### src/rtl/cache_tag_pkg.sv
package cache_tag_pkg;
    localparam logic [1:0] OP_LOAD    = 2'd0;
    localparam logic [1:0] OP_STORE   = 2'd1;
    localparam logic [1:0] OP_CASTOUT = 2'd2;

    typedef enum logic {
        ST_IDLE = 1'b0,
        ST_MISS = 1'b1
    } ctl_state_e;
endpackage

### src/rtl/cache_req_arb.sv
module cache_req_arb (
    input  logic clk,
    input  logic rst_n,
    input  logic idle,
    input  logic d_valid,
    input  logic i_valid,
    output logic d_ready,
    output logic i_ready,
    output logic take,
    output logic pick_d
);
    assign d_ready = idle;
    assign i_ready = idle && !d_valid;
    assign pick_d  = d_valid;
    assign take    = idle && (d_valid || i_valid);

    assert_data_first_R2: assert property (@(posedge clk) disable iff (!rst_n)
        (d_valid && i_valid && take) |-> pick_d);
endmodule

### src/rtl/cache_way_pick.sv
module cache_way_pick #(
    parameter int TAG_W = 8
) (
    input  logic [1:0]            way_valid,
    input  logic [1:0][TAG_W-1:0] way_tag,
    input  logic                  lru_way,
    input  logic [TAG_W-1:0]      req_tag,
    output logic                  hit,
    output logic                  hit_way,
    output logic                  victim_way
);
    logic [1:0] match;

    for (genvar w = 0; w < 2; w++) begin : g_cmp
        assign match[w] = way_valid[w] && (way_tag[w] == req_tag);
    end

    assign hit     = |match;
    assign hit_way = match[1];

    always_comb begin
        if (!way_valid[0])      victim_way = 1'b0;
        else if (!way_valid[1]) victim_way = 1'b1;
        else                    victim_way = lru_way;
    end
endmodule

### src/rtl/cache_tag_store.sv
module cache_tag_store #(
    parameter int SETS  = 8,
    parameter int TAG_W = 8,
    parameter int IDX_W = $clog2(SETS)
) (
    input  logic                  clk,
    input  logic                  rst_n,
    input  logic [IDX_W-1:0]      rd_idx,
    output logic [1:0]            rd_valid,
    output logic [1:0]            rd_dirty,
    output logic [1:0][TAG_W-1:0] rd_tag,
    output logic                  rd_lru,
    input  logic                  touch_en,
    input  logic [IDX_W-1:0]      touch_idx,
    input  logic                  touch_way,
    input  logic                  touch_dirty,
    input  logic                  fill_en,
    input  logic [IDX_W-1:0]      fill_idx,
    input  logic                  fill_way,
    input  logic [TAG_W-1:0]      fill_tag,
    input  logic                  fill_dirty
);
    logic [SETS-1:0] lru_d, lru_q;

    for (genvar w = 0; w < 2; w++) begin : g_way
        logic [SETS-1:0]  v_d, v_q, m_d, m_q;
        logic [TAG_W-1:0] t_d [SETS];
        logic [TAG_W-1:0] t_q [SETS];

        always_comb begin
            v_d = v_q;
            m_d = m_q;
            t_d = t_q;
            if (touch_en && touch_way == 1'(w))
                m_d[touch_idx] = m_q[touch_idx] | touch_dirty;
            if (fill_en && fill_way == 1'(w)) begin
                v_d[fill_idx] = 1'b1;
                m_d[fill_idx] = fill_dirty;
                t_d[fill_idx] = fill_tag;
            end
        end

        always_ff @(posedge clk) begin
            if (!rst_n) begin
                v_q <= '0;
                m_q <= '0;
                t_q <= '{default: '0};
            end else begin
                v_q <= v_d;
                m_q <= m_d;
                t_q <= t_d;
            end
        end

        assign rd_valid[w] = v_q[rd_idx];
        assign rd_dirty[w] = m_q[rd_idx];
        assign rd_tag[w]   = t_q[rd_idx];

        assert_fill_state_R5: assert property (@(posedge clk) disable iff (!rst_n)
            (fill_en && fill_way == 1'(w)) |=>
                (v_q[$past(fill_idx)] && (m_q[$past(fill_idx)] == $past(fill_dirty))));
    end

    always_comb begin
        lru_d = lru_q;
        if (touch_en) lru_d[touch_idx] = ~touch_way;
        if (fill_en)  lru_d[fill_idx]  = ~fill_way;
    end

    always_ff @(posedge clk) begin
        if (!rst_n) lru_q <= '0;
        else        lru_q <= lru_d;
    end

    assign rd_lru = lru_q[rd_idx];

    assert_single_write_R10: assert property (@(posedge clk) disable iff (!rst_n)
        !(touch_en && fill_en));

    assert_lru_moves_R9: assert property (@(posedge clk) disable iff (!rst_n)
        touch_en |=> (lru_q[$past(touch_idx)] != $past(touch_way)));
endmodule

### src/rtl/cache_l2_tagctl.sv
module cache_l2_tagctl
    import cache_tag_pkg::*;
#(
    parameter int ADDR_W     = 16,
    parameter int SETS       = 8,
    parameter int LINE_BYTES = 32
) (
    input  logic              clk,
    input  logic              rst_n,
    input  logic              i_valid,
    output logic              i_ready,
    input  logic [ADDR_W-1:0] i_addr,
    input  logic              i_burst,
    input  logic              i_cinh,
    input  logic              d_valid,
    output logic              d_ready,
    input  logic [ADDR_W-1:0] d_addr,
    input  logic [1:0]        d_op,
    input  logic              d_burst,
    input  logic              d_cinh,
    output logic              resp_valid,
    output logic              resp_src,
    output logic              resp_hit,
    output logic              bus_req_valid,
    output logic [ADDR_W-1:0] bus_req_addr,
    input  logic              bus_done,
    output logic              co_valid,
    output logic [ADDR_W-1:0] co_addr
);
    localparam int OFF_W = $clog2(LINE_BYTES);
    localparam int IDX_W = $clog2(SETS);
    localparam int TAG_W = ADDR_W - IDX_W - OFF_W;

    typedef struct packed {
        ctl_state_e        state;
        logic [ADDR_W-1:0] p_addr;
        logic              p_src;
        logic              p_alloc;
        logic              p_wr;
        logic              p_way;
        logic              rv;
        logic              rh;
        logic              rs;
        logic              bv;
        logic [ADDR_W-1:0] ba;
        logic              cv;
        logic [ADDR_W-1:0] ca;
    } ctl_t;

    ctl_t ctl_d, ctl_q;

    logic                  take, pick_d;
    logic [ADDR_W-1:0]     req_addr;
    logic                  req_burst, req_cinh, req_wr, req_alloc;
    logic [IDX_W-1:0]      req_idx;
    logic [TAG_W-1:0]      req_tag;
    logic [1:0]            way_valid, way_dirty;
    logic [1:0][TAG_W-1:0] way_tag;
    logic                  lru_way, hit, hit_way, victim_way;
    logic                  touch_en, touch_way, touch_dirty;
    logic                  fill_en, fill_way, fill_dirty;
    logic [IDX_W-1:0]      fill_idx;
    logic [TAG_W-1:0]      fill_tag;

    cache_req_arb u_arb (
        .clk     (clk),
        .rst_n   (rst_n),
        .idle    (ctl_q.state == ST_IDLE),
        .d_valid (d_valid),
        .i_valid (i_valid),
        .d_ready (d_ready),
        .i_ready (i_ready),
        .take    (take),
        .pick_d  (pick_d)
    );

    assign req_addr  = pick_d ? d_addr  : i_addr;
    assign req_burst = pick_d ? d_burst : i_burst;
    assign req_cinh  = pick_d ? d_cinh  : i_cinh;
    assign req_wr    = pick_d && (d_op == OP_STORE || d_op == OP_CASTOUT);
    assign req_alloc = !req_cinh && (req_wr || req_burst);
    assign req_idx   = req_addr[OFF_W +: IDX_W];
    assign req_tag   = req_addr[ADDR_W-1 -: TAG_W];

    cache_tag_store #(.SETS(SETS), .TAG_W(TAG_W), .IDX_W(IDX_W)) u_tags (
        .clk         (clk),
        .rst_n       (rst_n),
        .rd_idx      (req_idx),
        .rd_valid    (way_valid),
        .rd_dirty    (way_dirty),
        .rd_tag      (way_tag),
        .rd_lru      (lru_way),
        .touch_en    (touch_en),
        .touch_idx   (req_idx),
        .touch_way   (touch_way),
        .touch_dirty (touch_dirty),
        .fill_en     (fill_en),
        .fill_idx    (fill_idx),
        .fill_way    (fill_way),
        .fill_tag    (fill_tag),
        .fill_dirty  (fill_dirty)
    );

    cache_way_pick #(.TAG_W(TAG_W)) u_pick (
        .way_valid  (way_valid),
        .way_tag    (way_tag),
        .lru_way    (lru_way),
        .req_tag    (req_tag),
        .hit        (hit),
        .hit_way    (hit_way),
        .victim_way (victim_way)
    );

    always_comb begin
        ctl_d       = ctl_q;
        ctl_d.rv    = 1'b0;
        ctl_d.bv    = 1'b0;
        ctl_d.cv    = 1'b0;
        touch_en    = 1'b0;
        touch_way   = hit_way;
        touch_dirty = req_wr;
        fill_en     = 1'b0;
        fill_way    = ctl_q.p_way;
        fill_idx    = ctl_q.p_addr[OFF_W +: IDX_W];
        fill_tag    = ctl_q.p_addr[ADDR_W-1 -: TAG_W];
        fill_dirty  = ctl_q.p_wr;

        if (ctl_q.state == ST_MISS) begin
            if (bus_done) begin
                ctl_d.rv    = 1'b1;
                ctl_d.rh    = 1'b0;
                ctl_d.rs    = ctl_q.p_src;
                fill_en     = ctl_q.p_alloc;
                ctl_d.state = ST_IDLE;
            end
        end else if (take) begin
            if (hit && !req_cinh) begin
                ctl_d.rv = 1'b1;
                ctl_d.rh = 1'b1;
                ctl_d.rs = pick_d;
                touch_en = 1'b1;
            end else begin
                ctl_d.bv      = 1'b1;
                ctl_d.ba      = req_addr;
                ctl_d.state   = ST_MISS;
                ctl_d.p_addr  = req_addr;
                ctl_d.p_src   = pick_d;
                ctl_d.p_alloc = req_alloc;
                ctl_d.p_wr    = req_wr;
                ctl_d.p_way   = victim_way;
                if (req_alloc && way_valid[victim_way] && way_dirty[victim_way]) begin
                    ctl_d.cv = 1'b1;
                    ctl_d.ca = {way_tag[victim_way], req_idx, {OFF_W{1'b0}}};
                end
            end
        end
    end

    always_ff @(posedge clk) begin
        if (!rst_n) ctl_q <= '0;
        else        ctl_q <= ctl_d;
    end

    assign resp_valid    = ctl_q.rv;
    assign resp_hit      = ctl_q.rh;
    assign resp_src      = ctl_q.rs;
    assign bus_req_valid = ctl_q.bv;
    assign bus_req_addr  = ctl_q.ba;
    assign co_valid      = ctl_q.cv;
    assign co_addr       = ctl_q.ca;

    assert_instr_blocked_R2: assert property (@(posedge clk) disable iff (!rst_n)
        d_valid |-> !i_ready);

    assert_hit_no_bus_R3: assert property (@(posedge clk) disable iff (!rst_n)
        (resp_valid && resp_hit) |-> !bus_req_valid);

    assert_bus_pulse_R4: assert property (@(posedge clk) disable iff (!rst_n)
        bus_req_valid |=> !bus_req_valid);

    assert_castout_paired_R8: assert property (@(posedge clk) disable iff (!rst_n)
        co_valid |-> bus_req_valid);

    assert_stall_on_miss_R10: assert property (@(posedge clk) disable iff (!rst_n)
        bus_req_valid |-> (!d_ready && !i_ready));
endmodule

### config.mk
export PLATFORM = sky130hd
export DESIGN_NAME = cache_l2_tagctl
export DESIGN_NICKNAME = d
export VERILOG_FILES = /design/src/rtl/cache_tag_pkg.sv /design/src/rtl/cache_req_arb.sv /design/src/rtl/cache_way_pick.sv /design/src/rtl/cache_tag_store.sv /design/src/rtl/cache_l2_tagctl.sv
export SDC_FILE = /design/constraint.sdc
export NUM_CORES = 1
export LEC_CHECK = 0
export CORE_MARGIN = 4
export CORE_UTILIZATION = 35
export DETAILED_ROUTE_END_ITERATION = 16
export HOLD_SLACK_MARGIN = 0.1
export SYNTH_ARGS = -nofsm -noshare
export SYNTH_HDL_FRONTEND = slang
export SYNTH_HIERARCHICAL = 1
export SYNTH_SLANG_ARGS = --single-unit
### constraint.sdc
create_clock -name clk -period 6 [get_ports clk]
set_input_delay 1.2 -clock clk [delete_from_list [all_inputs] [get_ports clk]]
set_output_delay 1.2 -clock clk [all_outputs]
set_load 0.005 [all_outputs]
### Word-level counts from Yosys, hierarchy flattened

Cells that the tools add are included.

| storage, ports and cells | value |
|---|---|
| word-level logic and storage cells | 148 |
| flip-flop bits (word level) | 205 |
| bits of input ports | 43 |
| output and inout port bits | 39 |

| cells by class | value |
|---|---|
| reductions and logical operators | 29 |
| $lt $le $gt $ge | 8 |
| multiplexer cells | 61 |
| eq/ne operators | 5 |
| bitwise gates (word level) | 12 |

Operators with widths:

| cell | count |
|---|---|
| 64-bit bitwise mux | 2 |
| 8-bit 2-to-1 mux | 13 |
| 58-bit 2-to-1 mux | 1 |
| 8-bit binary-select mux with 3-bit select | 2 |
| 8-bit bitwise mux | 6 |
| 34-bit 2-to-1 mux | 1 |
| 8-bit demux with 3-bit select | 1 |
| 1-bit 2-to-1 mux | 22 |
| 21-bit 2-to-1 mux | 1 |
| 17-bit 2-to-1 mux | 1 |
| 8-bit equality test | 2 |
| 1-bit logical AND | 16 |
| 16-bit 2-to-1 mux | 1 |
| 8-bit bitwise OR | 2 |
| 1-bit binary-select mux with 3-bit select | 5 |
| 3-bit 2-to-1 mux | 3 |
| 4-bit greater-or-equal comparator, second input constant | 2 |
| 3-bit by 4-bit less-than comparator with 1-bit output, second input constant | 2 |
| 3-bit inverter with 4-bit output | 2 |
| 1-bit demux with 3-bit select | 2 |
| 3-bit by 1-bit greater-or-equal comparator with 1-bit output, second input constant | 2 |
| 1-bit inverter | 6 |
| 3-bit AND reduction | 2 |
| 4-bit by 1-bit less-than comparator with 1-bit output, second input constant | 1 |
| 12 further kinds | 17 |

### Longest topological paths before layout

| depth | value |
|---|---|
| depth in word-level cells | 16 |
| mapped depth | 19 |
| mapped depth without buffers | 13 |

### Hierarchy

The synthesis kept the hierarchy.

Modules (own cells, without submodules):

| module | cells an instance | sequential area each (sq um) | area each (sq um) | times used |
|---|---|---|---|---|
| cache_tag_store | 862 | 3363.2 | 7856.3 | 1 |
| cache_l2_tagctl | 208 | 740.7 | 2023.2 | 1 |
| cache_way_pick | 25 | 0.0 | 203.9 | 1 |
| cache_req_arb | 4 | 0.0 | 28.8 | 1 |

### Least setup slack after synthesis

Ideal clock, no wire load.

| timing | value |
|---|---|
| path kind | input -> register |
| start | input port d_valid |
| end | register u_tags.lru_q[4] |
| stages | 18 |
| setup slack | 1137 ps |
| library setup time | 123 ps |
| path buffers | 6 |
| data required time | 5877 ps |
| arrival | 4741 ps |
| cell sequence | buf_4 -> buf_4 -> mux2_2 -> buf_2 -> buf_2 -> buf_2 -> mux4_2 -> mux2_2 -> xor2_1 -> nor4_2 -> a41o_1 -> nand4_1 -> inv_1 -> nor2b_1 -> clkbuf_1 -> nand2_1 -> a221oi_1 -> nor2_1 |

RTL lines:

| item | RTL line | source |
|---|---|---|
| start: declaration | cache_l2_tagctl.sv:15 | `input logic d_valid,` |
| end signal: assignment | cache_tag_store.sv:72 | `else lru_q <= lru_d;` |
| end: declaration | cache_tag_store.sv:23 | `logic [SETS-1:0] lru_d, lru_q;` |

==> impl_metrics.env <==
export IMPL_place_congestion=0.895
export IMPL_rr_endpoint="u_tags/lru_q[4]"
export IMPL_synth_cells=1099
export IMPL_leakagePower_uw=0.00403
export IMPL_nets=1147
export IMPL_drtIter0Drc=578
export IMPL_p_switching_uw=740
export IMPL_cts_resized=0
export IMPL_clkLatencyLatePin_ns=0.50
export IMPL_pre_cts_ws_ns=0.306
export IMPL_avgViaCountPerCell=5.30
export IMPL_ios=82
export IMPL_criticalPathCategory="in -> reg"
export IMPL_final_area_mm2=0.0116
export IMPL_crit_path_end_kind="flop"
export IMPL_htreeDepth=1
export IMPL_slowest_stage="clkdlybuf4s50_1"
export IMPL_drive_gt1_share_pct=13.5
export IMPL_synth_top_area_share_pct=40.6
export IMPL_cts_num_sinks=205
export IMPL_cp_start_kind="primary input"
export IMPL_crit_family="simple AND/OR/NAND/NOR gates"
export IMPL_final_setup_tns_ns=0
export IMPL_crit_top_cell="nand4_1"
export IMPL_grt_ovfl_total=0
export IMPL_skew_ns=0.00871
export IMPL_drt_total_wl_um=28700
export IMPL_grt_pass1_wl_um=44500
export IMPL_required_ns=6.38
export IMPL_die_w_um=178
export IMPL_hold_violations=0
export IMPL_worst_slack_ns=0.733
export IMPL_synth_cell_types=54
export IMPL_r2r_start="u_tags/g_way[1].t_q[3]"
export IMPL_rsz0062_at_grt="false"
export IMPL_antenna_left=0
export IMPL_path_clk_slew_ns=0.06
export IMPL_worstHoldStart="u_tags/g_way[0].t_q[57]"
export IMPL_synth_edf_count=0
export IMPL_period_minus_slack_ns=5.27
export IMPL_cp_depth=15
export IMPL_yosysTopAreaCell="dfxtp_1"
export IMPL_critPathBufInv=3
export IMPL_crit_chain="clkdlybuf4s50_1 -> mux2_4 -> buf_12 -> mux4_2 -> mux2_2 -> xnor2_1 -> nand4_1 -> nor3_2 -> a41o_1 -> nand4_1 -> inv_1 -> nor2b_1 -> nand2_1 -> a221oi_1 -> nor2_1"
export IMPL_fin_cells=1498
export IMPL_synth_area_mm2=0.0101
export IMPL_async_reset_ff_share_pct=0
export IMPL_powerDensity_mw_per_mm2=263
export IMPL_start_util_pct=35.9
export IMPL_cpPeakStageDelay_ns=0.63
export IMPL_cts_root_buf="clkbuf_16"
export IMPL_yosysSeqAreaShare_pct=40.6
export IMPL_grt_pass1_vias=7578
export IMPL_clockPowerShare_pct=44.0
export IMPL_period_share_pct=87.8
export IMPL_avgSynthCellArea_um2=9.20
export IMPL_synth_seq_cells=205
export IMPL_area_delta_synth_final_pct=14.7
export IMPL_layout_commonest_cell="nand2_1"
export IMPL_antenna_found_initial=0
export IMPL_swShare_pct=24.3
export IMPL_fp_row_count=61
export IMPL_mostFrequentLayoutCells="nand2_1 (319), dfxtp_1 (205), a21boi_0 (111)"
export IMPL_p_int_uw=2310
export IMPL_tritoncts="built"
export IMPL_worst_pin_slew_ns=1.11
export IMPL_irDropWorstVdd_mv=0.177
export IMPL_gr_usage_all_layers_pct=17.7
export IMPL_wl_per_cell_um=19.2
export IMPL_max_clock_path_buffers=3
export IMPL_coreArea_mm2=0.0282
export IMPL_place_area_mm2=0.0109
export IMPL_cap_viol_max_count=0
export IMPL_post_route_util_pct=41.2
export IMPL_first_pass_iters=6
export IMPL_arrival_ns=5.65
export IMPL_cts_hold_buf=0
export IMPL_cts_made_buffers=23
export IMPL_grt_max_degree=79
export IMPL_dp_cells=1457
export IMPL_r2r_slack_ns=2.43
export IMPL_drc=0
export IMPL_pwr_share_comb_pct=9.3
export IMPL_synth_area_top_cells="dfxtp_1 (41%), nand2_1 (12%), mux4_2 (9.4%)"
export IMPL_hpwl_um=19500
export IMPL_die_h_um=178
export IMPL_diodes=0
export IMPL_io_buffers=76
export IMPL_fmax_mhz=190
export IMPL_seqPwrFrac_pct=46.7
export IMPL_cts_setup_buffers=0
export IMPL_ys_warn_count=6
export IMPL_slew_viol_final=0
export IMPL_worstHoldPathType="reg -> reg"
export IMPL_die_area_mm2=0.0317
export IMPL_synth_main_ff_cell="dfxtp_1"
export IMPL_status="finished, final reports clean"
export IMPL_slew_headroom_pct=25.9
export IMPL_critPathLaunch="d_valid"
export IMPL_finalSetupViolCount=0
export IMPL_crit_end="u_tags/lru_q[4]"
export IMPL_crit_fanout=17
export IMPL_vias=7938
export IMPL_rr_worst_depth=12
[routing by layer]
| layer | GRT usage (%) | up-vias | share of wire [%] | wire (µm) |
|---|---|---|---|---|
| li1 | - | 3759 | - | - |
| met1 | 25.3 | 3834 | 46 | 13300 |
| met2 | 27.9 | 295 | 44 | 12600 |
| met3 | 2.95 | 50 | 7.4 | 2130 |
| met4 | 4.83 | 0 | 2.4 | 678 |
| met5 | 0 | - | 0 | 0 |
[cell type report]
class                           count  area (µm²)
Clock buffer                       35         661
Clock inverter                      6        55.1
Fill cell                        2750       16600
Inverter                            4        15.0
Multi-Input combinational cell    779        5380
Sequential cell                   205        4100
Tap cell                          378         473
Timing Repair Buffer               91         908
[Yosys cell counts, drive strengths merged, types with 9 or more instances]
| cell type | instances |
|---|---|
| nand3 | 11 |
| a31oi | 10 |
| nor2 | 22 |
| nor2b | 23 |
| nor3 | 16 |
| mux4 | 42 |
| o21a | 19 |
| o21ai | 11 |
| nand2 | 322 |
| mux2i | 38 |
| xnor2 | 9 |
| buf | 77 |
| a21boi | 132 |
| dfxtp | 205 |
| clkbuf | 38 |
| mux2 | 40 |
[metrics by stage]
step,hold WS (ns),power [µW]
global route,0.474,3160
finish,0.454,3050
floorplan,0.432,1630
CTS,0.455,3090
detailed placement,0.447,1740
global placement,0.438,1740
[sequential cells by signal, indices dropped and copies added (netlist names), 3 cells and up]
signal,flops
bus_req_addr,16
co_addr,11
u_tags/lru_q,8
ctl_q,3
u_tags/g_way.m_q,16
u_tags/g_way.v_q,16
u_tags/g_way.t_q,128
[worst min-delay path by stage]
stage	to	slack (ns)	cells after the start
2_1_floorplan	u_tags/g_way[0].t_q[14]	0.43	2
3_3_place_gp	u_tags/g_way[0].t_q[63]	0.44	2
3_5_place_dp	u_tags/g_way[0].t_q[62]	0.45	2
4_1_cts	u_tags/g_way[0].t_q[62]	0.45	2
5_1_grt	u_tags/g_way[0].t_q[59]	0.47	2
6_report	u_tags/g_way[0].t_q[57]	0.45	2
[power by group through the flow]
stage	Clock, µW	Combinational (µW)	Sequential, µW
6_report	1340	284	1420
5_1_grt	1440	303	1430
4_1_cts	1380	284	1420
3_5_place_dp	0	283	1450
3_3_place_gp	0	282	1450
2_1_floorplan	0	214	1420
[tightest hold or removal path: cells and delay by family, from the launching register on]
family	cells	cell delay, ns
DFF	1	0.31
and+or+nand+nor	1	0.05
AOI/OAI and AO/OA	1	0.05
[cells by family (layout without fill, tap and decap cells)]
group                  Yosys count  count (layout)  share of synthesized area [%]
buffers and inverters          119             136                           6.53
AND/OR/NAND/NOR                425             425                           18.4
multiplexers                   120             120                           17.6
XOR/XNOR                        17              17                           1.47
AO/OA/AOI/OAI                  212             212                           15.4
flip-flops                     205             205                           40.6
other                            1               5                         0.0371
Note: power is estimated with default switching activity, not from simulation.
